==> config.mk <==
export PLATFORM = sky130hd
export DESIGN_NAME = gfb_bank
export DESIGN_NICKNAME = d
export VERILOG_FILES = /design/src/rtl/gfb_pkg.sv /design/src/rtl/gfb_sync.sv /design/src/rtl/gfb_fixed.sv /design/src/rtl/gfb_flex_chan.sv /design/src/rtl/gfb_bank.sv
export SDC_FILE = /design/constraint.sdc
export NUM_CORES = 1
export LEC_CHECK = 0
export ABC_AREA = 1
export BUFFER_PORTS_ARGS = -buffer_cell sky130_fd_sc_hd__buf_2
export CORE_UTILIZATION = 24
export CTS_CLUSTER_SIZE = 24
export DETAILED_ROUTE_END_ITERATION = 7
export GPL_TIMING_DRIVEN = 0
export PLACE_DENSITY = 0.5
export SYNTH_ARGS = -nofsm -noshare
export SYNTH_HDL_FRONTEND = slang
export SYNTH_HIERARCHICAL = 1
export SYNTH_SLANG_ARGS = --single-unit
==> constraint.sdc <==
create_clock -name clk -period 3.1 [get_ports clk]
set_input_delay 0.155 -clock clk [delete_from_list [all_inputs] [get_ports clk]]
set_output_delay 0.155 -clock clk [all_outputs]
set_load 0.005 [all_outputs]
==> src/rtl/gfb_pkg.sv <==
package gfb_pkg;
  localparam int CNT_W = 8;
  typedef logic [CNT_W-1:0] gfb_cnt_t;

  function automatic logic gfb_cfg_legal(gfb_cnt_t win, gfb_cnt_t thr);
    return (win != '0) && (thr <= win);
  endfunction
endpackage

==> src/rtl/gfb_sync.sv <==
module gfb_sync #(
  parameter int W = 8
) (
  input  logic         clk,
  input  logic         rst_n,
  input  logic [W-1:0] d,
  output logic [W-1:0] q
);
  logic [W-1:0] meta_q, stab_q;

  always_ff @(posedge clk) begin
    if (!rst_n) begin
      meta_q <= '0;
      stab_q <= '0;
    end else begin
      meta_q <= d;
      stab_q <= meta_q;
    end
  end

  assign q = stab_q;
endmodule

==> src/rtl/gfb_fixed.sv <==
module gfb_fixed (
  input  logic clk,
  input  logic rst_n,
  input  logic en,
  input  logic d,
  output logic q
);
  logic prev_q, hold_q;

  // hold_q moves only when two consecutive samples agree on a new level
  always_ff @(posedge clk) begin
    if (!rst_n) begin
      prev_q <= 1'b0;
      hold_q <= 1'b0;
    end else begin
      prev_q <= d;
      if (!en) begin
        hold_q <= d;
      end else if ((d == prev_q) && (d != hold_q)) begin
        hold_q <= d;
      end
    end
  end

  assign q = en ? hold_q : d;
endmodule

==> src/rtl/gfb_flex_chan.sv <==
module gfb_flex_chan
  import gfb_pkg::*;
(
  input  logic     clk,
  input  logic     rst_n,
  input  logic     en,
  input  logic     clr,
  input  gfb_cnt_t win,
  input  gfb_cnt_t thr,
  input  logic     x,
  output logic     y
);
  logic     lvl_q;
  gfb_cnt_t wcnt_q, mcnt_q;
  logic     mism, open, active, hit, expire;
  gfb_cnt_t wnext, mnext;

  always_comb begin
    mism   = x ^ lvl_q;
    open   = (wcnt_q != '0);
    active = open | mism;
    wnext  = open ? (wcnt_q + gfb_cnt_t'(1)) : gfb_cnt_t'(1);
    mnext  = mcnt_q + {{(CNT_W-1){1'b0}}, mism};
    hit    = mism && (mnext >= thr);
    expire = (wnext >= win);
  end

  always_ff @(posedge clk) begin
    if (!rst_n) begin
      lvl_q  <= 1'b0;
      wcnt_q <= '0;
      mcnt_q <= '0;
    end else if (!en || clr) begin
      lvl_q  <= x;
      wcnt_q <= '0;
      mcnt_q <= '0;
    end else if (active) begin
      if (hit) begin
        lvl_q  <= ~lvl_q;
        wcnt_q <= '0;
        mcnt_q <= '0;
      end else if (expire) begin
        wcnt_q <= '0;
        mcnt_q <= '0;
      end else begin
        wcnt_q <= wnext;
        mcnt_q <= mnext;
      end
    end
  end

  assign y = lvl_q;
endmodule

==> src/rtl/gfb_bank.sv <==
module gfb_bank
  import gfb_pkg::*;
#(
  parameter  int N_PINS = 8,
  parameter  int N_CHAN = 8,
  localparam int PW = (N_PINS > 1) ? $clog2(N_PINS) : 1,
  localparam int CW = (N_CHAN > 1) ? $clog2(N_CHAN) : 1
) (
  input  logic              clk,
  input  logic              rst_n,
  input  logic [N_PINS-1:0] pin_i,
  output logic [N_PINS-1:0] pin_o,
  input  logic              fix_we,
  input  logic [N_PINS-1:0] fix_en_i,
  input  logic              cfg_we,
  input  logic [CW-1:0]     cfg_chan,
  input  logic              cfg_en,
  input  logic [PW-1:0]     cfg_pin,
  input  logic [CNT_W-1:0]  cfg_win,
  input  logic [CNT_W-1:0]  cfg_thr
);
  logic [N_PINS-1:0]          sync_v, fix_o, fix_en_q;
  logic [N_CHAN-1:0]          en_q, chan_in, chan_out, chan_clr;
  logic [N_CHAN-1:0][PW-1:0]  pin_q;
  gfb_cnt_t [N_CHAN-1:0]      win_q, thr_q;
  logic                       cfg_ok;

  gfb_sync #(.W(N_PINS)) sync_i (
    .clk(clk), .rst_n(rst_n), .d(pin_i), .q(sync_v)
  );

  always_ff @(posedge clk) begin
    if (!rst_n)      fix_en_q <= '0;
    else if (fix_we) fix_en_q <= fix_en_i;
  end

  for (genvar p = 0; p < N_PINS; p++) begin : g_fix
    gfb_fixed fix_i (
      .clk(clk), .rst_n(rst_n), .en(fix_en_q[p]), .d(sync_v[p]), .q(fix_o[p])
    );
  end

  assign cfg_ok = cfg_we && gfb_cfg_legal(cfg_win, cfg_thr)
                  && (int'(cfg_pin) < N_PINS) && (int'(cfg_chan) < N_CHAN);

  for (genvar c = 0; c < N_CHAN; c++) begin : g_chan
    assign chan_clr[c] = cfg_ok && (cfg_chan == CW'(c));

    always_ff @(posedge clk) begin
      if (!rst_n) begin
        en_q[c]  <= 1'b0;
        pin_q[c] <= '0;
        win_q[c] <= gfb_cnt_t'(1);
        thr_q[c] <= gfb_cnt_t'(1);
      end else if (chan_clr[c]) begin
        en_q[c]  <= cfg_en;
        pin_q[c] <= cfg_pin;
        win_q[c] <= cfg_win;
        thr_q[c] <= cfg_thr;
      end
    end

    assign chan_in[c] = fix_o[pin_q[c]];

    gfb_flex_chan chan_i (
      .clk(clk), .rst_n(rst_n), .en(en_q[c]), .clr(chan_clr[c]),
      .win(win_q[c]), .thr(thr_q[c]), .x(chan_in[c]), .y(chan_out[c])
    );
  end

  // lowest-numbered enabled channel on a pin wins: scan downward, last match sticks
  for (genvar p = 0; p < N_PINS; p++) begin : g_out
    logic sel;
    always_comb begin
      sel = fix_o[p];
      for (int c = N_CHAN - 1; c >= 0; c--) begin
        if (en_q[c] && (pin_q[c] == PW'(p))) sel = chan_out[c];
      end
    end
    assign pin_o[p] = sel;
  end
endmodule

==> results of run 1 <==
[critical path: stages, from the launching register on]
cell and delay (ps):
dfxtp_2 330, inv_2 70, nand2_4 50, nand2_4 110
clkbuf_16 180, nand2_1 70, nand2_1 80, a21oi_1 50
a32oi_2 240, xor2_2 270, ha_4 210, ha_4 130
nand3_2 80, nand3b_1 230, xor2_2 210, ha_1 180
a21oi_1 150, o21a_1 190, nand2_2 70, nand2_4 110
buf_8 140, nand3_2 80, a21oi_2 140
[worst max-delay path by stage]
stage	end	cells past startpoint	slack, ps	startpoint
detailed placement	g_chan[5].chan_i/wcnt_q[4]$_SDFFE_PP0N_	22	-770	sync_i/q[3]$_SDFF_PN0_
global route	g_chan[1].chan_i/mcnt_q[2]$_SDFFE_PP0N_	22	-540	fix_en_q[1]$_SDFFE_PN0P_
floorplan	g_chan[5].chan_i/wcnt_q[1]$_SDFFE_PP0N_	20	-50	fix_en_q[4]$_SDFFE_PN0P_
finish	g_chan[6].chan_i/mcnt_q[4]$_SDFFE_PP0N_	22	-370	fix_en_q[1]$_SDFFE_PN0P_
CTS	g_chan[3].chan_i/wcnt_q[3]$_SDFFE_PP0N_	22	-330	fix_en_q[1]$_SDFFE_PN0P_
global placement	g_chan[5].chan_i/wcnt_q[4]$_SDFFE_PP0N_	22	-740	sync_i/q[3]$_SDFF_PN0_
[layout make-up]
cell class	count	share of cell area
inverters	518	0.0751
multi-input cells	2059	0.495
clock buffers	55	0.0454
clock inverters	18	0.00525
plain buffers	91	0.0258
well taps	1134	0.0542
flip-flops and latches	336	0.258
repair buffers	127	0.0416
[power groups by stage]
stage	clock network [W]	registers, W	logic, W
3_5_place_dp	0	0.00454	0.000965
5_1_grt	0.00510	0.00446	0.00132
2_1_floorplan	0	0.00452	0.000647
3_3_place_gp	0	0.00454	0.000963
6_report	0.00478	0.00445	0.00121
4_1_cts	0.00492	0.00445	0.00113
[sequential cells by signal, indices dropped and copies added, names as in the netlist]
| name | count |
|---|---|
| g_chan.chan_i/mcnt_q | 64 |
| g_chan.chan_i/wcnt_q | 64 |
| thr_q | 64 |
| win_q | 64 |
| pin_q | 24 |
| en_q | 8 |
| fix_en_q | 8 |
| g_chan.chan_i/y | 8 |
| g_fix.fix_i/hold_q | 8 |
| g_fix.fix_i/prev_q | 8 |
| sync_i/meta_q | 8 |
| sync_i/q | 8 |
[logic make-up after synthesis]
family | after synthesis | share of synthesized area
DFF | 336 | 0.328
buffers and inverters | 609 | 0.121
AOI/OAI and AO/OA | 433 | 0.118
and+or+nand+nor | 1386 | 0.297
adders and majority gates | 168 | 0.103
xor gates and xnor gates | 72 | 0.0337
[layout by cell type (no fill, tap or decap), drive strengths merged]
| cell type | Yosys | routed |
|---|---|---|
| o21ai | 76 | 76 |
| xnor2 | 8 | 8 |
| dlygate4sd3 | 0 | 25 |
| ha | 168 | 168 |
| o21bai | 1 | 1 |
| a21o | 8 | 8 |
| nor3 | 73 | 73 |
| bufinv | 0 | 1 |
| o21a | 16 | 16 |
| nor4 | 2 | 2 |
| clkinv | 1 | 16 |
| dfxtp | 336 | 336 |
| nand3b | 10 | 10 |
| and2 | 8 | 8 |
| a31oi | 1 | 1 |
| nand3 | 186 | 186 |
| buf | 58 | 159 |
| a22oi | 2 | 2 |
| nand4 | 4 | 4 |
| a21oi | 278 | 278 |
| inv | 517 | 516 |
| clkinvlp | 0 | 3 |
| o211ai | 11 | 11 |
| nor2 | 247 | 247 |
| a31o | 8 | 8 |
| o2111ai | 7 | 7 |
| a21boi | 2 | 2 |
| xor2 | 64 | 64 |
| nand2 | 847 | 847 |
| a221oi | 7 | 7 |
| o22ai | 13 | 13 |
| clkbuf | 33 | 89 |
| or2 | 9 | 9 |
| a32oi | 1 | 1 |
| o31ai | 2 | 2 |
[per-stage QoR]
stage                     cell area [sq um]  utilization  TNS, ps  power, W  hold slack [ps]
after global placement                22600        0.269   -75530   0.00550              340
final                                 26200        0.312   -35130    0.0104             56.7
after detailed placement              22600        0.269   -77480   0.00550              338
after global routing                  26200        0.312   -60760    0.0109             57.9
after CTS                             25200        0.300   -28680    0.0105             21.1
after floorplan                       21000            -     -759   0.00517              247
[repair_timing]
| item | 4_1_cts | 5_1_grt |
|---|---|---|
| cloned | 9 | 3 |
| pin swaps | 58 | 75 |
| hold endpoints to repair | 17 | 0 |
| hold buffers | 25 | 0 |
| gates resized for setup | 139 | 182 |
| buffers inserted | 30 | 20 |
| endpoints found under the setup margin | 136 | 136 |
[metal layers]
layer / GRT usage / wire length [microns]
met1: 0.202 / 31100
met2: 0.216 / 26200
met3: 0.0212 / 2650
met4: 0.0356 / 1320
met5: 0 / 47
==> reports/results.ini, run 1 <==
[status]
outcome=complete, but fails checks
failing_checks=negative setup slack

[final_layout]
register_area_sq_um=6760
post_route_cells_drive_above_1_share=0.198
layout.nets=3385
multi_input_area_sq_um=13000
area_delta_synth_final_pct=27.8
fillerInstances=9229
antennaDiodeCount=0
final_cell_count_no_fill=4338

[global_routing]
grt_pass1_wl_microns=96200
grt_overflow_total=0
first_global_vias=17659
antenna_found_initial=5
globalRouteTotalUtil=0.140
grt_start_max_net_pins=38

[sta]
final_max_slew_viols=0
timing.final.setup_violations=136
max_slew_margin=0.211
maxClockFrequency_mhz=288
fin_skew_ps=17.9
post-route-min-period_ps=3470
transition_time_at_the_pin_with_the_least_slew_margin_ps=1180
final.period_utilization=1.12
hold_viol_final=0
rsz0062_at_grt=true
postLayoutSetupSlackWorst_ps=-375

[synth]
synth_enable_flop_cells=0
postSynthAreaPerCell_sq_um=6.82
synth_area_sq_um=20500
synth_most_common_cell=nand2_1
cell_count_after_synthesis=3004
synthDominantAreaCellType=dfxtp_1
yosysWarnings=6
postSynthNetCount=3215
fraction_of_registers_with_async_set_or_reset_after_synthesis=0
synth_ff_type=dfxtp_1
synth-seq-area-share=0.328
ys_top_cells_by_area=dfxtp_1 33%, nand2_1 15%, ha_1 10%
yosys-top-cells-count=834 x nand2_1, 509 x inv_1, 336 x dfxtp_1
synth_top_area_share=0.328
yosys_register_bits=336
synth_cell_types=48

[route]
vias=18827
route.detailed.wl_per_inst_microns=14.1
detail-route-antenna-nets=0
drt-total-wl_microns=61300
detailedRoute.firstPassIterationCount=7
remaining_drc_errors=0
detail_route.vias_per_cell=4.34
drt_iter0_drc=1040

[job]
max_cap_violations=0

[worst_setup_path]
cp_data_required_time_ps=3590
critical_path.endpoint_type=register
worst-r2r-cell-count=22
worst-endpoint-arrival_ps=3960
highest_net_fanout_along_the_worst_path=5
rr_endpoint=g_chan[6].chan_i/mcnt_q[4]$_SDFFE_PP0N_
crit-reg2reg-launch=fix_en_q[1]$_SDFFE_PN0P_
r2r_setup_slack_ps=-370
timing.setup.critical_path_class=reg -> reg
crit_path_start_kind=register

[cts]
tritoncts=built
clock_sinks=336
number_of_buffers_added_by_the_clock_tree_synthesis_step=41
cts.clk_slew.worst_paths_ps=60
cts.htree.levels=2
clockRootBuffer=clkbuf_16
cts_buffer_depth=3
insertion_delay_ps=560

[die]
fp.dieArea_sq_um=86600
placementRows=106
die_w_microns=294
die-height_microns=294
initial_standard_cell_utilization_of_the_core=0.244
design.portCount=51
fp.coreArea_sq_um=84100

[hold_path]
destination_of_the_worst_hold_path=win_q[31]$_SDFFE_PN0P_
min_path_cells=3
worstHoldStart=cfg_win[7]
worst_hold_path_type=in -> reg

[placed_design]
post-place-ws_ps=-774
port-buffer-count=42
placed_cells_incl_taps=4180
gp_congestion=0.905
post-dp-hpwl_microns=42000

[pwr]
power.internal_w=0.00760
ir_drop_uv=337
power.share.combinational=0.116
p_leak_nw=11.0
p_switching_w=0.00284
power.density_cell_area_nw_per_um2=398
switching_share=0.272
share_seq_of_total_power=0.427
p_clk_frac=0.458

Note: power is estimated with default switching activity, not from simulation.
==> run 2, diff against run 1 <==
--- a/config.mk
+++ b/config.mk
@@ -5,13 +5,13 @@
 export SDC_FILE = /design/constraint.sdc
 export NUM_CORES = 1
 export LEC_CHECK = 0
-export ABC_AREA = 1
-export BUFFER_PORTS_ARGS = -buffer_cell sky130_fd_sc_hd__buf_2
+export CORE_MARGIN = 1
 export CORE_UTILIZATION = 24
 export CTS_CLUSTER_SIZE = 24
 export DETAILED_ROUTE_END_ITERATION = 7
+export DONT_BUFFER_PORTS = 1
 export GPL_TIMING_DRIVEN = 0
-export PLACE_DENSITY = 0.5
+export PLACE_DENSITY = 0.49
 export SYNTH_ARGS = -nofsm -noshare
 export SYNTH_HDL_FRONTEND = slang
 export SYNTH_HIERARCHICAL = 1
==> run 2 against run 1 <==
Compared with the run above:
- the run still ends with negative setup slack left
- synthesized cell count is 26% lower
- non-clock buffer count rose by 53
- area after synthesis down 2.2%
- fmax down 9.4%
==> reports/results.ini, run 2 <==
[status]
outcome=complete, but fails checks
failing_checks=negative setup slack

[route]
vias=17183  ; -8.7%
detail_route.vias_per_cell=4.84  ; +12%
route.detailed.wl_per_inst_microns=18.3  ; +30%
drt-total-wl_microns=65000  ; +6.1%
detailedRoute.firstPassIterationCount=5  ; -2
detail-route-antenna-nets=0  ; unchanged
remaining_drc_errors=0  ; unchanged
drt_iter0_drc=904  ; -13%

[pwr]
p_clk_frac=0.490  ; +0.032
power.internal_w=0.00838  ; +10%
finalPower_w=0.0112  ; +7.2%
power.density_cell_area_nw_per_um2=410  ; +2.8%
p_leak_nw=10.1  ; -8.8%
switching_share=0.252  ; -0.0201
share_seq_of_total_power=0.397  ; -0.030
power.share.combinational=0.113  ; -0.003
p_switching_w=0.00282  ; -0.71%
ir_drop_uv=329  ; -2.3%

[worst_setup_path]
critical_path_cell_count=16  ; -27%
worst-endpoint-arrival_ps=4300  ; +340 ps
highest_net_fanout_along_the_worst_path=5  ; unchanged
worst_path_dominant_cell_family=compound AO/OA/AOI/OAI gates
timing.setup.critical_path_class=reg -> reg
crit_path_start_kind=register
critical_path.cell_chain=buf_12, o21ai_4, mux4_2, mux2_4, xor2_4, ha_4, and3_4, nand3_4, nor2_4, xor2_4, ha_4, nand4_1, a31oi_4, o22ai_4, buf_6, a32o_1
cp_data_required_time_ps=3570  ; -20 ps
critical_path.endpoint_type=register
crit_slowest_cell=mux4_2
timing.critical_path.slowest_cell_delay_ps=470  ; +140 ps
path_buf_inv=2  ; -1
worst-r2r-cell-count=16  ; -27%

[die]
initial_standard_cell_utilization_of_the_core=0.243  ; -0.000339
die_w_microns=291  ; -1.1%
die-height_microns=291  ; -1.1%
placementRows=105  ; -0.94%
design.portCount=51  ; unchanged
fp.coreArea_sq_um=82400  ; -2.0%
fp.dieArea_sq_um=84700  ; -2.2%

[synth]
synth_most_common_cell=dfxtp_1
fraction_of_registers_with_async_set_or_reset_after_synthesis=0  ; unchanged
ys_top_cells_by_area=dfxtp_1 34%, ha_1 10%, mux2i_1 9.9%
synth-seq-area-share=0.336  ; +0.00729
yosys_register_bits=336  ; unchanged
yosysWarnings=6  ; unchanged
synth_area_sq_um=20000  ; -2.2%
yosys-top-cells-count=336 x dfxtp_1, 300 x nand2_1, 204 x inv_1
synth_ff_type=dfxtp_1
synth_top_area_share=0.336  ; +0.00729
synthDominantAreaCellType=dfxtp_1
synth_enable_flop_cells=0  ; unchanged
synth_cell_types=83  ; +73%
postSynthAreaPerCell_sq_um=9.01  ; +32%
postSynthNetCount=2437  ; -24%
cell_count_after_synthesis=2226  ; -26%

[global_routing]
grt_pass1_wl_microns=101000  ; +5.0%
grt_overflow_total=0  ; unchanged
antenna_found_initial=1  ; -4
globalRouteTotalUtil=0.151  ; +0.0111
grt_start_max_net_pins=22  ; -42%
first_global_vias=17557  ; -0.58%

[cts]
number_of_buffers_added_by_the_clock_tree_synthesis_step=42  ; +2.4%
cts.clk_slew.worst_paths_ps=60  ; about the same
tritoncts=built
clockRootBuffer=clkbuf_16
cts.htree.levels=2  ; unchanged
cts_buffer_depth=3  ; unchanged
insertion_delay_ps=580  ; +20 ps
clock_sinks=336  ; unchanged

[final_layout]
post_route_cells_drive_above_1_share=0.268  ; +0.0697
mostFrequentLayoutCell=dfxtp_1
layout.nets=2658  ; -21%
layout_common_cells=325 x dfxtp_1, 278 x nand2_1, 198 x mux2i_1, 196 x inv_1, 137 x ha_1
area_delta_synth_final_pct=36.3
finalCoreUtilization=0.332  ; +0.0201
stdcell_area_sq_um=27300  ; +4.3%
final_cell_count_no_fill=3549  ; -18%

[sta]
fin_skew_ps=17.6  ; -0.280 ps
transition_time_at_the_pin_with_the_least_slew_margin_ps=1150  ; -31.5 ps
maxClockFrequency_mhz=261  ; -9.4%
max_slew_margin=0.225  ; +0.0139
hold_viol_final=0  ; unchanged
postLayoutSetupSlackWorst_ps=-735  ; -360 ps
rsz0062_at_grt=true
timing.final.setup_violations=136  ; unchanged
post-route-min-period_ps=3830  ; +360 ps
final_max_slew_viols=0  ; unchanged
final.period_utilization=1.24  ; +0.116

[hold_path]
worst_hold_path_type=in -> reg
min_path_cells=4  ; +1

[job]
max_cap_violations=0  ; unchanged

[placed_design]
placed_cell_area_sq_um=22200  ; -1.9%
port-buffer-count=0  ; -100%
post-dp-hpwl_microns=42100  ; about the same
gp_congestion=0.878  ; -3.0%
placed_cells_incl_taps=3297  ; -21%

[run 2: cell count changes after synthesis, moves of 45 or more]
cell,previous run,this run
nand2_1,834,300
inv_1,509,204
mux2i_1,0,198
o21ai_0,74,29
nor2_1,231,70
nand3_1,162,64
a21oi_1,270,51
and3_1,0,67
nor2b_1,0,62
[run 2: worst paths after layout]
check,from,slack [ps],endpoint
setup / recovery,fix_en_q[3]$_SDFFE_PN0P_,-730,g_chan[4].chan_i/mcnt_q[3]$_SDFFE_PP0N_
hold / removal,cfg_chan[2],20,thr_q[24]$_SDFFE_PN1P_
setup reg to reg,fix_en_q[3]$_SDFFE_PN0P_,-730,g_chan[4].chan_i/mcnt_q[3]$_SDFFE_PP0N_
hold reg to reg,sync_i/meta_q[3]$_SDFF_PN0_,450,sync_i/q[3]$_SDFF_PN0_
[run 2: worst min-delay path: stages]
cell and delay, ps:
nor2b_1 40, nand2_1 70, nor4_1 120, mux2i_1 150
[run 2: stage by stage]
step                      setup TNS (ps)  hold WS, ps  worst slack [ps]
final                             -82950         24.1              -735
after global placement           -129920          287             -1110
after detailed placement         -135900          293             -1200
after global routing             -102110         18.2              -853
after CTS                         -84070        0.145              -718
after floorplan                   -43760          272              -401
[run 2: logic make-up after synthesis]
logic type               synth area share
multiplexers                        0.124
flip-flops                          0.336
adder cells (fa/ha/maj)             0.105
XOR/XNOR                           0.0384
AO/OA/AOI/OAI                       0.117
buffers and inverters              0.0660
AND/OR/NAND/NOR                     0.215
[run 2: layer usage]
layer | GRT usage | up-vias | part of all wire
li1 | - | 8326 | -
met1 | 0.195 | 8418 | 0.45
met2 | 0.261 | 338 | 0.48
met3 | 0.0224 | 101 | 0.042
met4 | 0.0431 | 0 | 0.026
met5 | 0 | - | 0
[run 2: layout make-up]
type,count,area (sq um)
fillers,8213,55000
multi-input cells,1590,14600
flip-flops and latches,336,6760
repair buffers,172,1660
well taps,1070,1340
clock buffers,58,1270
inverters,206,791
plain buffers,99,623
clock inverters,17,283
diodes,1,2.50
[run 2: power groups by stage]
stage	registers, W	logic, W	clock network, W
after floorplan	0.00451	0.000603	0
after global placement	0.00452	0.000845	0
after detailed placement	0.00453	0.000865	0
after CTS	0.00444	0.00123	0.00561
after global routing	0.00445	0.00134	0.00583
final	0.00445	0.00127	0.00548
[run 2: what timing repair did]
item | in CTS | in global routing
gates cloned | 16 | 0
endpoints found under the hold margin | 64 | 0
buffers inserted | 93 | 22
pin swaps | 167 | 66
resized for setup | 263 | 98
endpoints found under the setup margin | 143 | 140
hold buffers | 49 | 0
